**src/rtl/mdio_reg_slave.sv**
```systemverilog
module mdio_reg_slave #(
  parameter int          PRE_LEN = 32,
  parameter logic [15:0] ID_HI   = 16'h2C91,
  parameter logic [15:0] ID_LO   = 16'h7E03
) (
  input  logic        mdc,
  input  logic        rst_n,
  input  logic [4:0]  phy_addr,
  input  logic        mdio_i,
  output logic        mdio_o,
  output logic        mdio_oe,
  input  logic        link_up,
  input  logic        an_done,
  input  logic        rem_fault,
  input  logic        energy_on,
  input  logic [15:0] lp_ability,
  output logic        ctl_loopback,
  output logic        ctl_speed100,
  output logic        ctl_an_enable,
  output logic        ctl_power_down,
  output logic        ctl_isolate,
  output logic        ctl_full_duplex,
  output logic        ctl_an_restart,
  output logic [3:0]  ctl_adv,
  output logic [7:0]  ctl_misc,
  output logic [7:0]  ctl_sticky
);

  localparam int PW = $clog2(PRE_LEN + 1);
  localparam logic [PW-1:0] PRE_FULL = PW'(PRE_LEN);

  typedef enum logic [2:0] {S_PRE, S_ST, S_HDR, S_TA, S_DATA} st_t;

  st_t         st;
  logic [PW-1:0] ones;
  logic [3:0]  cnt;
  logic [10:0] hdr;
  logic [11:0] hdr_nxt;
  logic [4:0]  ra;
  logic        is_rd, is_wr;
  logic [15:0] rsh, wsh, wd, rd_val;
  logic        hit, rd_hit, wr_fire, sw_rst, link_lat;
  logic [1:0]  op_n;

  assign hdr_nxt = {hdr, mdio_i};
  assign op_n    = hdr_nxt[11:10];
  assign hit     = hdr_nxt[9:5] == phy_addr;
  assign rd_hit  = (st == S_HDR) && (cnt == 4'd11) && hit && (op_n == 2'b10);
  assign wd      = {wsh[14:0], mdio_i};
  assign wr_fire = (st == S_DATA) && (cnt == 4'd15) && is_wr;

  always_comb begin
    if (hdr_nxt[4:0] >= 5'd7 && hdr_nxt[4:0] <= 5'd15) rd_val = 16'hFFFF;
    else begin
      case (hdr_nxt[4:0])
        5'd0:  rd_val = {1'b0, ctl_loopback, ctl_speed100, ctl_an_enable, ctl_power_down,
                         ctl_isolate, 1'b0, ctl_full_duplex, 8'h00};
        5'd1:  rd_val = {1'b0, 4'hF, 5'b0, an_done, rem_fault, 1'b1, link_lat, 1'b0, 1'b1};
        5'd2:  rd_val = ID_HI;
        5'd3:  rd_val = ID_LO;
        5'd4:  rd_val = {7'b0, ctl_adv, 5'b00001};
        5'd5:  rd_val = lp_ability;
        5'd17: rd_val = {ctl_misc, 6'b0, energy_on, 1'b0};
        5'd18: rd_val = {8'h00, ctl_sticky};
        5'd31: rd_val = {3'b0, an_done, 9'b0, link_up, 2'b0};
        default: rd_val = 16'h0000;
      endcase
    end
  end

  always_ff @(posedge mdc or negedge rst_n) begin
    if (!rst_n) begin
      st <= S_PRE; ones <= '0; cnt <= '0; hdr <= '0; ra <= '0;
      is_rd <= 1'b0; is_wr <= 1'b0; rsh <= '0; wsh <= '0;
      mdio_o <= 1'b0; mdio_oe <= 1'b0;
    end else begin
      case (st)
        S_PRE: begin
          if (mdio_i) begin
            if (ones != PRE_FULL) ones <= ones + 1'b1;
          end else begin
            if (ones == PRE_FULL) st <= S_ST;
            ones <= '0;
          end
        end
        S_ST: begin
          cnt <= '0;
          st  <= mdio_i ? S_HDR : S_PRE;
        end
        S_HDR: begin
          hdr <= hdr_nxt[10:0];
          cnt <= cnt + 1'b1;
          if (cnt == 4'd11) begin
            st    <= S_TA;
            cnt   <= '0;
            ra    <= hdr_nxt[4:0];
            is_rd <= rd_hit;
            is_wr <= hit && (op_n == 2'b01);
            rsh   <= rd_val;
          end
        end
        S_TA: begin
          cnt <= cnt + 1'b1;
          if (cnt == 4'd0) begin
            mdio_oe <= is_rd;
            mdio_o  <= 1'b0;
          end else begin
            st     <= S_DATA;
            cnt    <= '0;
            mdio_o <= rsh[15];
            rsh    <= {rsh[14:0], 1'b0};
          end
        end
        S_DATA: begin
          wsh    <= wd;
          cnt    <= cnt + 1'b1;
          mdio_o <= rsh[15];
          rsh    <= {rsh[14:0], 1'b0};
          if (cnt == 4'd15) begin
            st <= S_PRE; ones <= '0;
            mdio_oe <= 1'b0; mdio_o <= 1'b0;
            is_rd <= 1'b0; is_wr <= 1'b0;
          end
        end
        default: st <= S_PRE;
      endcase
    end
  end

  always_ff @(posedge mdc or negedge rst_n) begin
    if (!rst_n) begin
      ctl_loopback <= 1'b0; ctl_speed100 <= 1'b1; ctl_an_enable <= 1'b1;
      ctl_power_down <= 1'b0; ctl_isolate <= 1'b0; ctl_full_duplex <= 1'b0;
      ctl_an_restart <= 1'b0; sw_rst <= 1'b0; ctl_adv <= 4'hF; ctl_misc <= 8'h00;
    end else begin
      ctl_an_restart <= 1'b0;
      sw_rst         <= 1'b0;
      if (sw_rst) begin
        ctl_loopback <= 1'b0; ctl_speed100 <= 1'b1; ctl_an_enable <= 1'b1;
        ctl_power_down <= 1'b0; ctl_isolate <= 1'b0; ctl_full_duplex <= 1'b0;
        ctl_adv <= 4'hF; ctl_misc <= 8'h00;
      end else if (wr_fire) begin
        case (ra)
          5'd0: begin
            if (wd[15]) sw_rst <= 1'b1;
            else begin
              ctl_loopback    <= wd[14];
              ctl_speed100    <= wd[13];
              ctl_an_enable   <= wd[12];
              ctl_power_down  <= wd[11];
              ctl_isolate     <= wd[10];
              ctl_an_restart  <= wd[9];
              ctl_full_duplex <= wd[8];
            end
          end
          5'd4:  ctl_adv  <= wd[8:5];
          5'd17: ctl_misc <= wd[15:8];
          default: ;
        endcase
      end
    end
  end

  always_ff @(posedge mdc or negedge rst_n) begin
    if (!rst_n) ctl_sticky <= 8'h00;
    else if (wr_fire && ra == 5'd18) ctl_sticky <= wd[7:0];
  end

  always_ff @(posedge mdc or negedge rst_n) begin
    if (!rst_n) link_lat <= 1'b0;
    else if (!link_up) link_lat <= 1'b0;
    else if (rd_hit && hdr_nxt[4:0] == 5'd1) link_lat <= 1'b1;
  end

  AST_OE_IN_REPLY: assert property (@(posedge mdc) disable iff (!rst_n)
    mdio_oe |-> (is_rd && (st == S_TA || st == S_DATA))) else $error("oe outside reply");
  AST_TA_LOW: assert property (@(posedge mdc) disable iff (!rst_n)
    $rose(mdio_oe) |-> !mdio_o) else $error("turnaround not low");
  AST_FOREIGN_IGNORED: assert property (@(posedge mdc) disable iff (!rst_n)
    (st == S_HDR && cnt == 4'd11 && !hit) |=> (!is_rd && !is_wr)) else $error("foreign frame taken");
  AST_RESTART_ONE: assert property (@(posedge mdc) disable iff (!rst_n)
    ctl_an_restart |=> !ctl_an_restart) else $error("restart not a pulse");
  AST_SWRST_DEF: assert property (@(posedge mdc) disable iff (!rst_n)
    sw_rst |=> (ctl_speed100 && ctl_an_enable && !ctl_isolate && !ctl_power_down &&
                !ctl_loopback && !ctl_full_duplex && ctl_adv == 4'hF && ctl_misc == 8'h00))
    else $error("soft reset incomplete");
  AST_LINK_DROP: assert property (@(posedge mdc) disable iff (!rst_n)
    !link_up |=> !link_lat) else $error("link latch kept");

endmodule

```
**config.mk**
```make
export PLATFORM = sky130hd
export DESIGN_NAME = mdio_reg_slave
export DESIGN_NICKNAME = d
export VERILOG_FILES = /design/src/rtl/mdio_reg_slave.sv
export SDC_FILE = /design/constraint.sdc
export NUM_CORES = 1
export LEC_CHECK = 0
export ABC_AREA = 0
export BUFFER_PORTS_ARGS = -buffer_cell sky130_fd_sc_hd__clkbuf_2
export CAP_MARGIN = 25
export CORE_ASPECT_RATIO = 0.9
export CORE_MARGIN = 1.5
export CORE_UTILIZATION = 65
export CTS_BUF_LIST = sky130_fd_sc_hd__clkbuf_8
export CTS_CLUSTER_SIZE = 28
export DETAILED_ROUTE_END_ITERATION = 6
export PLACE_DENSITY = 0.88
export SLEW_MARGIN = 20
export SYNTH_ARGS = -nofsm -noshare
export SYNTH_HDL_FRONTEND = slang
export SYNTH_SLANG_ARGS = --single-unit
```
**constraint.sdc**
```tcl
create_clock -name mdc -period 6.45 [get_ports mdc]
set_input_delay 1.6125 -clock mdc [delete_from_list [all_inputs] [get_ports mdc]]
set_output_delay 1.6125 -clock mdc [all_outputs]
set_load 0.01 [all_outputs]
```
==> results.json, run 1 <==
{
  "yosys-mux-area-fraction": 0.100,
  "place_congestion": 0.906,
  "port_buffers": 56,
  "synth_simple_gate_area_share": 0.189,
  "htree_num_levels": 3,
  "rows": 28,
  "worst_r2r_path_depth": 6,
  "power_density_nw_per_um2": 202,
  "netlist_top_cells_count": "87 x dfrtp_1, 70 x nand2_1, 41 x nor2_1",
  "grt_max_degree": 56,
  "synth_top_area_share": 0.472,
  "num_io_pins": 57,
  "final_layout_size_suffix_gt1_frac": 0.229,
  "critical_path.most_common_cell": "o21ai_0",
  "wirelength_routed_microns": 11100,
  "global_route.overflow_total": 0,
  "synth_area_leaders": "dfrtp_1 47%, mux2_2 6.1%, nand2_1 5.7%",
  "rsz0062_at_grt": "false",
  "min-delay-path-class": "flop to flop",
  "reg2reg_to": "ctl_misc[1]",
  "worst_r2r_startpoint": "st[2]",
  "cp-endpoint": "rsh[9]",
  "die_h_microns": 82.9,
  "routed_wire_length_per_instance_microns": 18.3,
  "share_of_flip_flops_with_an_asynchronous_set_or_reset_after_synthesis": 1.00,
  "die-area_sq_um": 7610,
  "ctsHoldBuffers": 0,
  "synth_top_cell_by_area": "dfrtp_1",
  "synth_seq_cells": 93,
  "timing.final.max_slew_violations": 0,
  "pre_cts_slack_ns": 2.70,
  "run_status": "finished clean",
  "util_after_layout": 0.764,
  "fraction_of_the_mapped_netlist_area_in_compound_gates": 0.143,
  "cts_num_sinks": 93,
  "setup.worst_path.end_class": "flop",
  "final_min_period_over_clock_period": 0.530,
  "fmax_ghz": 0.293,
  "grt_first_pass_wirelength_microns": 18400,
  "start_util": 0.686,
  "cts_inserted_buffers": 9,
  "dieWidth_microns": 91.8,
  "worstPathRequired_ns": 6.72,
  "post_drt_via_cell_ratio": 6.30,
  "cts.reportedPaths.clkPinSlew_ns": 0.08,
  "filler_cells_inserted": 474,
  "critical_path.slowest_cell": "nor3b_2",
  "clock_tree.root_cell": "clkbuf_8",
  "detail_route.first_pass.iterations": 5,
  "synth_warnings": 0,
  "worst_slew_pin_slew_ns": 0.945,
  "setup_viol_count_final": 0,
  "clkLatencyLatePin_ns": 0.36,
  "postCtsSetupRepairBufs": 0,
  "number_of_nets_in_the_synthesized_netlist": 497,
  "worstPathCellList": "clkbuf_2, or3b_2, nor3b_2, a221o_1, o21ai_0, o21ai_0",
  "hold_viol_final": 0,
  "drt_iter0_markers": 478,
  "synth-adder-area-share": 0.0108,
  "grt_antenna_before_repair": 0,
  "area_share_of_xor_xnor_cells_in_the_synthesized_design": 0.0133,
  "antenna-diode-count": 0,
  "cpPeakStageDelay_ns": 0.59,
  "tritoncts": "built",
  "p_leak_uw": 0.00257,
  "post-route-min-period_ns": 3.42,
  "number_of_global_route_vias_before_repair": 3624,
  "number_of_different_library_cells_in_the_post_synthesis_netlist": 59,
  "yosysSeqAreaShare": 0.506,
  "worst_slew_margin_rel": 0.360,
  "syn_to_final_growth_pct": 11.4,
  "r2r_slack_ns": 3.45,
  "routed-via-count": 3817,
  "post_synth_inst_count": 465,
  "worst_setup_path_start_kind": "primary input",
  "synth.most_common_cell": "dfrtp_1",
  "synth.cell_area_sq_um": 4610,
  "timing.critical_path.arrival_ns": 3.69,
  "synth_edf_count": 0,
  "cts.path.max_buffers": 2,
  "finalClockSkew_ns": 0.00912,
  "placeableCoreArea_sq_um": 6730,
  "grtUsageTotal": 0.309,
  "synth_top_family_by_area": "simple AND/OR/NAND/NOR gates",
  "worst-setup-path-type": "primary input to flop",
  "max_cap_violations": 0,
  "fin_tns_setup_ns": 0,
  "number_of_design_rule_violations_left_after_detail_routing": 0,
  "path_max_fanout": 24,
  "num-nets-final": 543,
  "syn_area_per_cell_sq_um": 9.92,
  "synth_flop_cell": "dfrtp_1",
  "cts-resized-gates": 0,
  "dp_hpwl_microns": 7810,
  "final_antenna_net_count": 0,
  "vdd.ir_drop.worst_mv": 0.140,
  "setup_slack_ns": 3.03,
  "critPathLaunch": "mdio_i"
}
## layout make-up
type                       count  area (sq um)  area share
inverter                      12          45.0     0.00876
tap                           90           113      0.0219
clock inverter                 7          68.8      0.0134
multi-input combinational    331          2110       0.411
sequential                    93          2330       0.454
timing repair buffer          64           343      0.0667
clock buffer                   9           124      0.0241
## layout by cell type (no fill, tap or decap), types with 4 or more instances in the layout
cell type  instances
nor3_1             8
or3_1              4
o22ai_1           13
a211o_1            6
a22oi_1            5
nand2b_1           4
buf_4              9
nor2b_1            7
dfrtp_1           87
xnor2_1            5
clkbuf_8           9
nor2_1            41
clkbuf_2          55
o21ai_0           28
mux2_2            25
a211oi_1           8
nand2_1           70
mux2i_1           18
nand4_1            4
a21oi_1            9
a31oi_1            5
nand3_1           12
ha_1               4
inv_1             14
dfstp_2            6
## registers in the layout, indices dropped and copies added, names as in the netlist, 3 cells and up
name and flops:
ones 6, rsh 16, ctl_adv 4, ra 5, ctl_sticky 8, cnt 4, hdr 11, wsh 15
ctl_misc 8, st 3
## metrics by stage
stage                     std cells  instance area, sq um  power (uW)  hold slack (ns)
after global placement          590                  4950         669            0.461
after global routing            606                  5140        1080            0.502
after detailed placement        590                  4950         671            0.474
after CTS                       606                  5140        1040            0.489
after floorplan                 465                  4610         638            0.445
final                           606                  5140        1040            0.491
## layer usage
layer / wire length (microns) / GRT usage
met2: 5190 / 0.473
met3: 890 / 0.0522
met1: 4790 / 0.459
met5: 0 / 0
met4: 197 / 0.0895
## worst min-delay path by stage
stage,slack (ns),start,cells after the start,end
2_1_floorplan,0.44,rsh[8],2,rsh[8]
3_3_place_gp,0.46,rsh[12],2,rsh[12]
3_5_place_dp,0.47,ones[5],1,ones[5]
4_1_cts,0.49,ones[5],1,ones[5]
5_1_grt,0.50,ones[5],1,ones[5]
6_report,0.49,ones[5],1,ones[5]
## report_power, final
part | switching, uW | leakage [uW] | internal [uW]
logic | 33.0 | 0.00123 | 21.8
clock network | 200 | 0.0000945 | 178
registers | 11.3 | 0.00124 | 594
total | 245 | 0.00257 | 793
## kinds of logic (layout without fill, tap and decap cells)
kind of cell,after synthesis,in the layout
simple gates,178,178
buf+inv,41,92
flops,93,93
fa+ha+maj,4,4
xor+xnor,7,7
mux,43,43
compound gates,99,99
## critical path: cells and delay by family
family / cells / cell delay, ns
simple gates: 2 / 1.12
compound gates: 3 / 0.53
buf+inv: 1 / 0.41
(Power assumes the default switching activity.)
==> run 2, diff against run 1 <==
--- a/config.mk
+++ b/config.mk
@@ -10,11 +10,11 @@
 export CAP_MARGIN = 25
 export CORE_ASPECT_RATIO = 0.9
 export CORE_MARGIN = 1.5
-export CORE_UTILIZATION = 65
+export CORE_UTILIZATION = 54
 export CTS_BUF_LIST = sky130_fd_sc_hd__clkbuf_8
 export CTS_CLUSTER_SIZE = 28
 export DETAILED_ROUTE_END_ITERATION = 6
-export PLACE_DENSITY = 0.88
+export PLACE_DENSITY = 0.78
 export SLEW_MARGIN = 20
 export SYNTH_ARGS = -nofsm -noshare
 export SYNTH_HDL_FRONTEND = slang
==> constraint.sdc (replaced) <==
create_clock -name mdc -period 2.95 [get_ports mdc]
set_input_delay 0.7375 -clock mdc [delete_from_list [all_inputs] [get_ports mdc]]
set_output_delay 0.7375 -clock mdc [all_outputs]
set_load 0.01 [all_outputs]
==> run 2 against run 1 <==
Net effect: worst hold slack got worse by 0.19 ns; flip-flop and latch count did not move; core utilization fell by 12 points; via count rose by 0.45%; clock skew rose by 0.0027 ns.
==> results.json, run 2 (synthesis gave the netlist of run 1 again) <==
{
  "run_status": "finished clean",
  "critical_path.slowest_cell": "or4_4",
  "cpPeakStageDelay_ns": 0.58,
  "worst-setup-path-type": "flop to flop",
  "dp_hpwl_microns": 8110,
  "post-route-min-period_ns": 2.52,
  "number_of_design_rule_violations_left_after_detail_routing": 0,
  "path_max_fanout": 9,
  "clock_tree.root_cell": "clkbuf_8",
  "place_congestion": 0.902,
  "cts_num_sinks": 93,
  "hold_viol_final": 0,
  "finalClockSkew_ns": 0.0118,
  "antenna-diode-count": 0,
  "vdd.ir_drop.worst_mv": 0.284,
  "num_io_pins": 57,
  "dieWidth_microns": 100,
  "number_of_global_route_vias_before_repair": 3553,
  "cts.path.max_buffers": 2,
  "worst_slew_pin_slew_ns": 0.694,
  "flip_flop_count_of_the_largest_register_all_copies_and_words_added": 16,
  "timing.critical_path.arrival_ns": 2.75,
  "commonest_non_fill_non_tap_cell_in_the_layout": "dfrtp_1",
  "critPathLaunch": "cnt[0]",
  "cts.reportedPaths.clkPinSlew_ns": 0.10,
  "final_layout_size_suffix_gt1_frac": 0.243,
  "max_cap_violations": 0,
  "drt_iter0_markers": 341,
  "placed_area_sq_um": 5040,
  "power_density_nw_per_um2": 437,
  "die_h_microns": 90.7,
  "htree_num_levels": 3,
  "fmax_ghz": 0.397,
  "grtUsageTotal": 0.262,
  "most-common-layout-cells": "87 x dfrtp_1, 70 x nand2_1, 55 x clkbuf_2",
  "timing.final.max_slew_violations": 0,
  "routed_wire_length_per_instance_microns": 17.7,
  "grt_antenna_before_repair": 0,
  "grt_max_degree": 40,
  "grt_first_pass_wirelength_microns": 18400,
  "worstPathCellList": "ha_1, nand3_1, or4_4, nor4_4, mux2i_1, nor2_1",
  "ctsHoldBuffers": 0,
  "worst_setup_path_start_kind": "flop",
  "cts_inserted_buffers": 9,
  "start_util": 0.564,
  "setup_viol_count_final": 0,
  "worst_r2r_startpoint": "cnt[0]",
  "rsz0062_at_grt": "false",
  "wirelength_routed_microns": 11300,
  "post_layout_instance_area_sq_um": 5240,
  "final_antenna_net_count": 0,
  "clkLatencyLatePin_ns": 0.38,
  "setup.worst_path.end_class": "flop",
  "die-area_sq_um": 9110,
  "postCtsSetupRepairBufs": 0,
  "min-delay-path-class": "primary input to asynchronous set/reset pin",
  "worstPathRequired_ns": 3.19,
  "cts-resized-gates": 0,
  "p_leak_uw": 0.00261,
  "global_route.overflow_total": 0,
  "largest-register": "rsh",
  "detail_route.first_pass.iterations": 5,
  "reg_top3": "rsh x16, wsh x15, hdr x11",
  "worst_slew_margin_rel": 0.537,
  "tritoncts": "built",
  "num-nets-final": 550,
  "placeableCoreArea_sq_um": 8180,
  "worst_path_dominant_cell_family": "simple AND/OR/NAND/NOR gates",
  "fin_tns_setup_ns": 0,
  "filler_cells_inserted": 682,
  "routed-via-count": 3834,
  "totalPowerFinal_uw": 2290,
  "port_buffers": 56,
  "syn_to_final_growth_pct": 13.6,
  "post_drt_via_cell_ratio": 6.01,
  "cp.buffers_inverters": 0,
  "rows": 31,
  "final_min_period_over_clock_period": 0.854
}
[run 2: changes by cell type in the layout (fill, tap and decap cells not counted), sizes merged]
cell	before	now
clkinvlp	3	0
buf	9	16
inv	15	17
clkinv	0	2
bufinv	1	0
[run 2: cell type report]
cell class / count / area, sq um / share of cell area
clock buffers: 9 / 124 / 0.0236
clock inverters: 7 / 73.8 / 0.0141
inverters: 12 / 45.0 / 0.00859
multi-input cells: 331 / 2110 / 0.403
flip-flops and latches: 93 / 2330 / 0.445
well taps: 115 / 144 / 0.0274
repair buffers: 71 / 408 / 0.0778
[run 2: stage by stage]
stage | std cells | setup WS [ns] | hold slack (ns) | util
floorplan | 465 | 0.623 | 0.442 | -
global placement | 622 | 0.563 | 0.464 | 0.616
detailed placement | 622 | 0.503 | 0.470 | 0.616
CTS | 638 | 0.493 | 0.312 | 0.641
global route | 638 | 0.311 | 0.329 | 0.641
finish | 638 | 0.431 | 0.301 | 0.641
[run 2: worst paths after layout]
path | endpoint | slack, ns | cells after the start
setup / recovery | ctl_power_down | 0.43 | 6
min in group mdc | rsh[1] | 0.49 | 2
hold reg to reg | rsh[1] | 0.49 | 2
hold / removal | hdr[7] | 0.30 | 1
max in group asynchronous | ctl_adv[0] | 1.96 | 2
setup reg to reg | ctl_power_down | 0.43 | 6
[run 2: routing by layer]
metal	global-route usage	wire, microns	up-vias
li1	-	-	1767
met1	0.392	5100	1884
met2	0.393	5270	168
met3	0.0457	779	15
met4	0.0704	142	0
met5	0	0	-
[run 2: report_power, final]
group	total [uW]	internal (uW)	switching, uW
Clock	843	336	507
Sequential	1320	1300	23.8
Combinational	128	51.4	76.4
Total	2290	1690	607
==> run 3, diff against run 2 <==
==> constraint.sdc (replaced) <==
create_clock -name mdc -period 2.95 [get_ports mdc]
set_input_delay 0.1475 -clock mdc [delete_from_list [all_inputs] [get_ports mdc]]
set_output_delay 0.1475 -clock mdc [all_outputs]
set_load 0.01 [all_outputs]
==> run 3 against run 2 <==
Net effect: first-iteration DRC count is 30% higher; critical path depth stayed put; fmax grew 0.35%; count of clock-buffer cells in the layout is the same; non-clock buffer count decreased by 2; die area is the same; clock power grew 2.5%; setup slack improved by 0.0089 ns; critical path type unchanged; largest power group unchanged.
==> results.json, run 3 (synthesis gave the netlist of run 1 again) <==
{
  "fmax_ghz": 0.398,
  "dp_hpwl_microns": 8000,
  "vdd.ir_drop.worst_mv": 0.287,
  "worst-setup-path-type": "flop to flop",
  "worst_slew_margin_rel": 0.476,
  "cts_inserted_buffers": 9,
  "grt_first_pass_wirelength_microns": 18600,
  "fin_hold_ws_ns": 0.0602,
  "pre_cts_slack_ns": 0.473,
  "whs_path_depth": 2,
  "cts_num_sinks": 93,
  "hold_viol_final": 0,
  "most-common-layout-cells": "87 x dfrtp_1, 70 x nand2_1, 55 x clkbuf_2",
  "port_buffers": 56,
  "die-area_sq_um": 9110,
  "drt_iter0_markers": 443,
  "detail_route.first_pass.iterations": 5,
  "seq_area_sq_um": 2330,
  "final_layout_size_suffix_gt1_frac": 0.238,
  "cts-resized-gates": 0,
  "setup_slack_ns": 0.440,
  "reg2reg_to": "ctl_loopback",
  "cts.path.max_buffers": 2,
  "ctsHoldBuffers": 1,
  "cts.reportedPaths.clkPinSlew_ns": 0.09,
  "global_route.overflow_total": 0,
  "htree_num_levels": 3,
  "finalClockSkew_ns": 0.00752,
  "rsz0062_at_grt": "false",
  "die_h_microns": 90.7,
  "reg_top3": "rsh x16, wsh x15, hdr x11",
  "filler_cells_inserted": 680,
  "post-route-min-period_ns": 2.51,
  "grt_max_degree": 64,
  "worst_r2r_startpoint": "cnt[0]",
  "flip_flop_count_of_the_largest_register_all_copies_and_words_added": 16,
  "worst_setup_path_start_kind": "flop",
  "routed_wire_length_per_instance_microns": 17.5,
  "timing.critical_path.arrival_ns": 2.74,
  "r2r_slack_ns": 0.44,
  "min-delay-path-class": "primary input to flop",
  "timing.final.max_slew_violations": 0,
  "number_of_global_route_vias_before_repair": 3573,
  "commonest_non_fill_non_tap_cell_in_the_layout": "dfrtp_1",
  "number_of_design_rule_violations_left_after_detail_routing": 0,
  "routed-via-count": 3831,
  "grtUsageTotal": 0.263,
  "totalPowerFinal_uw": 2310,
  "start_util": 0.564,
  "grt_antenna_before_repair": 0,
  "finish.cell_count_without_fillers": 636,
  "rows": 31,
  "place_congestion": 0.854,
  "tritoncts": "built",
  "path_max_fanout": 9,
  "worstPathRequired_ns": 3.18,
  "clkLatencyLatePin_ns": 0.37,
  "worst_slew_pin_slew_ns": 0.786,
  "worst_r2r_path_depth": 6,
  "worst_hold_path.endpoint": "link_lat",
  "dieWidth_microns": 100,
  "run_status": "finished clean",
  "fin_tns_setup_ns": 0,
  "post_drt_via_cell_ratio": 6.02,
  "setup.worst_path.end_class": "flop",
  "p_leak_uw": 0.00260,
  "setup_viol_count_final": 0,
  "hold_path.startpoint": "link_up",
  "postCtsSetupRepairBufs": 0,
  "max_cap_violations": 0,
  "post-place-cells": 619,
  "clock_tree.root_cell": "clkbuf_8",
  "largest-register": "rsh",
  "critPathLaunch": "cnt[0]",
  "final_min_period_over_clock_period": 0.851,
  "placeableCoreArea_sq_um": 8180,
  "antenna-diode-count": 0,
  "power_density_nw_per_um2": 443,
  "wirelength_routed_microns": 11200,
  "syn_to_final_growth_pct": 13.1,
  "num-nets-final": 548,
  "multi_input_comb_area_sq_um": 2110,
  "final_antenna_net_count": 0,
  "num_io_pins": 57
}
-- run 3: changes by cell type in the layout (fill, tap and decap cells not counted), sizes merged --
cell         change
clkinv           +2
inv              -3
buf              -3
bufinv           +1
dlygate4sd3      +1
-- run 3: per-layer routing --
metal,vias up,track usage,routed length (microns)
met5,-,0,0
met4,0,0.0692,197
li1,1769,-,-
met1,1842,0.384,5020
met2,190,0.392,5020
met3,30,0.0642,925
-- run 3: worst max-delay path by stage --
stage,endpoint,slack [ns]
after global routing,ctl_loopback,0.28
after global placement,ctl_loopback,0.58
after CTS,ctl_loopback,0.46
final,ctl_loopback,0.44
after detailed placement,ctl_speed100,0.47
after floorplan,ctl_an_enable,0.62
-- run 3: final cells by class --
cell class / count / area share
Tap cell: 115 / 0.0276
Sequential cell: 93 / 0.447
Inverter: 12 / 0.00863
Clock buffer: 9 / 0.0237
Timing Repair Buffer: 69 / 0.0734
Clock inverter: 7 / 0.0141
Multi-Input combinational cell: 331 / 0.405
-- run 3: metrics by stage --
| stage | utilization | area (sq um) |
|---|---|---|
| CTS | 0.638 | 5220 |
| finish | 0.638 | 5220 |
| global route | 0.638 | 5220 |
| global placement | 0.612 | 5010 |
| detailed placement | 0.612 | 5010 |
| floorplan | - | 4610 |
-- run 3: critical path, cell delays in order (launching register included) --
cell and delay (ns):
dfrtp_1 0.44, ha_1 0.24, nand3_1 0.20, or4_4 0.58
nor4_4 0.59, mux2i_1 0.27, nor2_1 0.06
-- run 3: report_power, final --
group / total, uW / switching (uW) / internal [uW]
clock network: 864 / 467 / 398
registers: 1320 / 23.2 / 1300
logic: 125 / 74.6 / 50.3
total: 2310 / 565 / 1750
